[src/rtl/pg_fault_supervisor.sv]
module pg_fault_supervisor #(
  parameter int unsigned CLK_HZ = 100_000_000,
  parameter int unsigned DLY_US = 200
) (
  input  logic clk,
  input  logic rst_n,
  input  logic uv_logic,
  input  logic uv_drive,
  input  logic vout_low,
  input  logic vout_high,
  input  logic ocp,
  input  logic comp_start,
  input  logic comp_dis,
  input  logic xdly_done,
  output logic sw_en,
  output logic gate_low,
  output logic pg_pull,
  output logic xdly_start
);
  localparam int unsigned FIX_CNT = (CLK_HZ / 1_000_000) * DLY_US;
  localparam int unsigned CW = $clog2(FIX_CNT + 1);
  localparam int unsigned NF = 8;

  logic [NF-1:0] raw, s1, s2;
  assign raw = {xdly_done, comp_dis, comp_start, ocp, vout_high, vout_low, uv_drive, uv_logic};

  always_ff @(posedge clk or negedge rst_n)
    if (!rst_n) begin
      s1 <= '0;
      s2 <= '0;
    end else begin
      s1 <= raw;
      s2 <= s1;
    end

  logic uvlo, ovr, ocr, cmp_hi, cmp_lo, xdone, window;
  assign uvlo   = s2[0] | s2[1];
  assign window = ~s2[2] & ~s2[3];
  assign ovr    = s2[3];
  assign ocr    = s2[4];
  assign cmp_hi = s2[5];
  assign cmp_lo = s2[6];
  assign xdone  = s2[7];

  logic fault_q, uvlo_d, run_q;
  always_ff @(posedge clk or negedge rst_n)
    if (!rst_n) begin
      fault_q <= 1'b0;
      uvlo_d  <= 1'b0;
    end else begin
      uvlo_d <= uvlo;
      if (uvlo | ovr | ocr) fault_q <= 1'b1;
      else if (uvlo_d & ~uvlo) fault_q <= 1'b0;
    end

  assign gate_low = fault_q | uvlo;

  always_ff @(posedge clk or negedge rst_n)
    if (!rst_n) run_q <= 1'b0;
    else run_q <= ~(gate_low | cmp_lo) & (run_q | cmp_hi);

  assign sw_en = run_q & ~gate_low & ~cmp_lo;

  logic          tmr_act, xseen, pg_rel, start_c, xstart_q;
  logic [CW-1:0] cnt;
  assign start_c = run_q & ~pg_rel & window & ~tmr_act;

  always_ff @(posedge clk or negedge rst_n)
    if (!rst_n) begin
      tmr_act <= 1'b0;
      cnt     <= '0;
      xseen   <= 1'b0;
    end else if (~window | ~run_q | pg_rel) begin
      tmr_act <= 1'b0;
      cnt     <= '0;
      xseen   <= 1'b0;
    end else if (~tmr_act) begin
      tmr_act <= 1'b1;
      cnt     <= '0;
      xseen   <= 1'b0;
    end else begin
      if (cnt != CW'(FIX_CNT)) cnt <= cnt + 1'b1;
      if (xdone) xseen <= 1'b1;
    end

  always_ff @(posedge clk or negedge rst_n)
    if (!rst_n) begin
      pg_rel   <= 1'b0;
      xstart_q <= 1'b0;
    end else begin
      xstart_q <= start_c;
      if (uvlo | ~run_q) pg_rel <= 1'b0;
      else if (tmr_act & window & (cnt == CW'(FIX_CNT)) & (xseen | xdone)) pg_rel <= 1'b1;
    end

  assign xdly_start = xstart_q;
  assign pg_pull    = ~pg_rel | uvlo | ~window;

  a_r3_fault_sets: assert property (@(posedge clk) disable iff (!rst_n)
    (ovr | ocr) |=> fault_q);
  a_r4_sticky: assert property (@(posedge clk) disable iff (!rst_n)
    (fault_q && !$fell(uvlo)) |=> fault_q);
  a_r5_start_gate: assert property (@(posedge clk) disable iff (!rst_n)
    $rose(sw_en) |-> $past(cmp_hi));
  a_r6_discharge: assert property (@(posedge clk) disable iff (!rst_n)
    cmp_lo |=> !run_q);
  a_r8_one_pulse: assert property (@(posedge clk) disable iff (!rst_n)
    xdly_start |=> !xdly_start);
  a_r9_fixed_elapsed: assert property (@(posedge clk) disable iff (!rst_n)
    $rose(pg_rel) |-> ($past(cnt) == CW'(FIX_CNT)));
  a_r11_withdraw: assert property (@(posedge clk) disable iff (!rst_n)
    (uvlo | !run_q) |=> !pg_rel);
endmodule

[config.mk]
export PLATFORM = sky130hd
export DESIGN_NAME = pg_fault_supervisor
export DESIGN_NICKNAME = d
export VERILOG_FILES = /design/src/rtl/pg_fault_supervisor.sv
export SDC_FILE = /design/constraint.sdc
export NUM_CORES = 1
export LEC_CHECK = 0
export BUFFER_PORTS_ARGS = -buffer_cell sky130_fd_sc_hd__buf_4
export CAP_MARGIN = 25
export CORE_MARGIN = 5
export CORE_UTILIZATION = 31
export DETAILED_ROUTE_END_ITERATION = 8
export GPL_TIMING_DRIVEN = 0
export PLACE_DENSITY_LB_ADDON = 0.25
export SETUP_SLACK_MARGIN = 0.02
export SLEW_MARGIN = 20
export SYNTH_ARGS = -nofsm -noshare
export SYNTH_HDL_FRONTEND = slang
export SYNTH_SLANG_ARGS = --single-unit
[constraint.sdc]
create_clock -name clk -period 2.3 [get_ports clk]
set_clock_uncertainty 0.15 [all_clocks]
set_input_delay 0.115 -clock clk [delete_from_list [all_inputs] [get_ports clk]]
set_output_delay 0.115 -clock clk [all_outputs]
set_load 0.005 [all_outputs]
Word level (Yosys, flattened, before mapping). Index checks and enable logic that the tools add are counted.

Bitwise logic cells: 33. Muxes and demuxes: 11. Reductions and logical operators: 2. Equality and inequality tests: 4. Add/sub/neg operators: 1.

Operators with widths (count): 15-bit 2-to-1 mux (3); 15-bit by 1-bit adder with 15-bit output, second input constant (1); 15-bit == test, second input constant (1); 15-bit inequality test, second input constant (1); 1-bit bitwise OR (12); 1-bit AND (11); 1-bit inverter (10); 1-bit 2-to-1 mux (8); 2-bit nonzero test (2); 3-bit by 1-bit inequality test with 1-bit output, second input constant (1); 3-bit by 2-bit inequality test with 1-bit output, second input constant (1).

Input port bits: 10. Register bits after elaboration: 38. Logic and storage cells: 61. Output and inout bits: 4.

Depth between registers and ports, before layout.
Depth after elaboration: 7. Mapped depth: 7. Mapped depth without buffers: 6.

Least setup slack after synthesis. Ideal clock, no wire load.

Kind: register -> register. Start point: register cnt[6]. End point: register pg_rel. Period minus slack after synthesis: 2.095 ns. Arrival: 1.880 ns. Cell stages (with the launch flop): 6. Setup time: 0.065 ns. Path slack: 0.205 ns. Cell sequence: dfrtp_1 > or4_1 > or4_4 > buf_6 > nor4_2 > o211a_1.

Cells in the longest elaborated chain, start to end: 4.

RTL lines: start: declaration (RTL line 65) `logic [CW-1:0] cnt;`; start signal: assignment (RTL line 82) `if (cnt != CW'(FIX_CNT)) cnt <= cnt + 1'b1;`; 15-bit == test (RTL line 93) `else if (tmr_act & window & (cnt == CW'(FIX_CNT)) & (xseen | xdone)) pg_rel <= 1'b1;`; 1-bit AND (2 in series) (RTL line 93); 2-bit nonzero test (no source line); end signal: assignment (RTL line 88) `pg_rel <= 1'b0;`; end signal: assignment (RTL line 92) `if (uvlo | ~run_q) pg_rel <= 1'b0;`; end signal: assignment (RTL line 93); end: declaration (RTL line 64) `logic tmr_act, xseen, pg_rel, start_c, xstart_q;`.

No other way between the ends. A chain may end at the register's enable or synchronous reset.

Worst setup path in the final report. Ends and elaborated chain as after synthesis.

==> results.py <==
metrics = {
    "critical_path": {
        "cp.required_ns": 2.38,
        "crit_arrival_ns": 2.25,
        "r2r_start": "cnt[6]",
        "critPathMaxFanout": 5,
        "worst_setup_path_end_kind": "register",
        "rrSetupSlack_ns": 0.13,
        "crit_path_start_kind": "register",
        "crit_type": "reg2reg",
        "startpoint": "cnt[6]",
    },
    "placed_design": {
        "place_congestion": 0.7540,
        "post-dp-hpwl_um": 1692,
        "dp.cells": 189,
        "port_buffers": 13,
    },
    "global_route": {
        "first_global_vias": 976,
        "grt.overflow.total": 0,
        "antenna_found_initial": 0,
        "grt_use_total_pct": 9.571,
        "grt_max_degree": 39,
        "grt_pass1_wl_um": 4512,
    },
    "timing": {
        "max_slew_margin_pct": 68.19,
        "worstMarginPinSlew_ns": 0.4771,
        "hold_viol": 0,
        "period_needed_ns": 2.169,
        "rsz0062_at_grt": "false",
        "slew_viol_final": 0,
        "max_freq_ghz": 0.4611,
        "tns_ns": 0,
        "setup_viol_count_final": 0,
        "min_period_over_period_pct": 94.30,
    },
    "hold_path": {
        "hp-class": "in2async",
    },
    "clock_tree": {
        "cts-resized-gates": 0,
        "path_clk_slew_ns": 0.07,
        "cts_buffers": 5,
        "clockBufferDepth": 2,
        "root_buffer": "clkbuf_8",
        "clk_latency_ns": 0.29,
        "cts_tree": "built",
        "htree_levels": 2,
        "cts.sinks": 38,
    },
    "outcome": {
        "status": "finished, final reports clean",
    },
    "synth": {
        "syn_nets": 134,
        "ys_seq_area_share_pct": 64.74,
        "synth_warnings": 0,
        "syn_avg_cell_area_um2": 12.04,
        "synth-async-reset-ratio_pct": 100.0,
        "synthFlopType": "dfrtp_1",
        "netlist_area_um2": 1469,
        "synth_edf_count": 0,
        "synth_cell_types": 31,
        "netlist_instances": 122,
        "synth-seq-cells": 38,
    },
    "floorplan": {
        "initial_core_util_pct": 31.52,
        "ios": 14,
        "dieArea_um2": 6215,
        "die_y_um": 78.84,
        "die_x_um": 78.84,
        "core-area_um2": 4661,
        "fp-row-count": 25,
    },
    "detailed_routing": {
        "wl_per_cell_um": 11.81,
        "vias": 952,
        "ant_nets": 0,
        "drc": 0,
        "dr.first_iter.drc_count": 48,
        "wirelength_um": 2456,
        "vias_per_cell": 4.577,
        "dr.pass1.iters": 4,
    },
    "flow_run": {
        "cap_viol_max_count": 0,
    },
    "finish": {
        "syn_to_final_growth_pct": 24.87,
        "final_cells": 208,
        "nNetsFinal": 165,
        "n_antenna_cell": 0,
        "drive_gt1_share_pct": 17.53,
    },
    "pwr": {
        "ir_drop_v": 0.0003765,
        "p_leak_uw": 0.0007996,
        "powerDensity_nw_per_um2": 650.8,
        "power.total_uw": 1194,
    },
}
==> cell families after synthesis <==
family	count (synthesis)	share of synthesized area [%]
AO/OA/AOI/OAI	7	3.237
AND/OR/NAND/NOR	55	20.10
adder cells (fa/ha/maj)	2	1.703
XOR/XNOR	11	6.559
multiplexers	2	1.363
buffers and inverters	7	2.300
flip-flops	38	64.74
==> area by class of cell <==
cell class	count	area, um^2
Inverter	5	18.77
Clock buffer	6	82.58
Clock inverter	2	12.51
Tap cell	54	67.56
Multi-Input combinational cell	77	484.2
Buffer	2	15.01
Fill cell	449	2826
Timing Repair Buffer	24	202.7
Sequential cell	38	950.9
==> state kept, by name (all words and copies together), names as in the netlist <==
register	flops
s1	8
pg_rel	1
xseen	1
tmr_act	1
fault_q	1
cnt	15
xdly_start	1
s2	8
run_q	1
uvlo_d	1
==> routing by layer <==
layer / part of all wire (%) / vias up / track usage (%) / routed length [um]
met5: 0 / - / 0 / 0
met4: 2.8 / 0 / 6.186 / 68
met3: 4.8 / 7 / 3.175 / 117
met2: 44 / 19 / 13.92 / 1072
met1: 49 / 449 / 12.15 / 1196
li1: - / 477 / - / -
==> cells in the final DEF, fill, tap and decap left out, types with 2 or more instances in the layout <==
master / n
dfrtp_1: 38
nand2_1: 5
mux2i_1: 2
ha_1: 2
dlygate4sd3_1: 9
inv_1: 5
nand3b_1: 2
or3_1: 2
nand3_1: 9
o21ai_0: 2
a21oi_1: 2
nand4_1: 2
nor2_1: 19
nor4_1: 3
xnor2_1: 6
or4_1: 2
xor2_1: 5
clkbuf_8: 6
nor3_1: 2
buf_4: 15
==> report_power, final <==
part,internal (uW),switching [uW]
Clock,241,226
Sequential,683,4.97
Combinational,20.9,18.0
Total,945,249
==> Yosys cell counts (2+ instances only) <==
master | number | area, um^2
a21oi_1 | 2 | 10.01
dfrtp_1 | 38 | 950.9
ha_1 | 2 | 25.02
inv_1 | 5 | 18.77
mux2i_1 | 2 | 20.02
nand2_1 | 5 | 18.77
nand3_1 | 9 | 45.04
nand3b_1 | 2 | 15.01
nand4_1 | 2 | 12.51
nor2_1 | 19 | 71.32
nor3_1 | 2 | 10.01
nor4_1 | 3 | 18.77
o21ai_0 | 2 | 10.01
or3_1 | 2 | 12.51
or4_1 | 2 | 15.01
xnor2_1 | 6 | 52.55
xor2_1 | 5 | 43.79
==> metrics by stage <==
| stage | utilization (%) | instance area, um^2 | setup WS, ns | hold slack (ns) |
|---|---|---|---|---|
| floorplan | - | 1469 | 0.2047 | -0.3306 |
| global placement | 35.06 | 1634 | 0.1199 | -0.04650 |
| detailed placement | 35.06 | 1634 | 0.1212 | -0.04142 |
| CTS | 39.03 | 1819 | 0.1091 | 0.1820 |
| global route | 39.36 | 1834 | 0.03685 | 0.2131 |
| finish | 39.36 | 1834 | 0.1312 | 0.1784 |
==> repair_timing <==
action / in CTS / in global routing
hold buffers: 9 / 0
endpoints found under the setup margin: 0 / 1
setup buffers: 0 / 2
hold endpoints to repair: 46 / 0
==> worst max-delay path: stages, from the launching register on <==
cell and delay (ns):
dfrtp_1 0.42, or4_1 0.51, or4_4 0.53, buf_6 0.15, nor4_2 0.20, o211a_1 0.15
==> path summary, 6_finish.rpt <==
kind / endpoint / cells past startpoint
worst max-delay path: pg_rel / 5
worst min-delay path: cnt[4] / 2
worst max register to register: pg_rel / 5
worst min register to register: s2[7] / 0
max in group asynchronous: s2[4] / 2
min in group clk: s2[7] / 0
(Power assumes the default switching activity.)
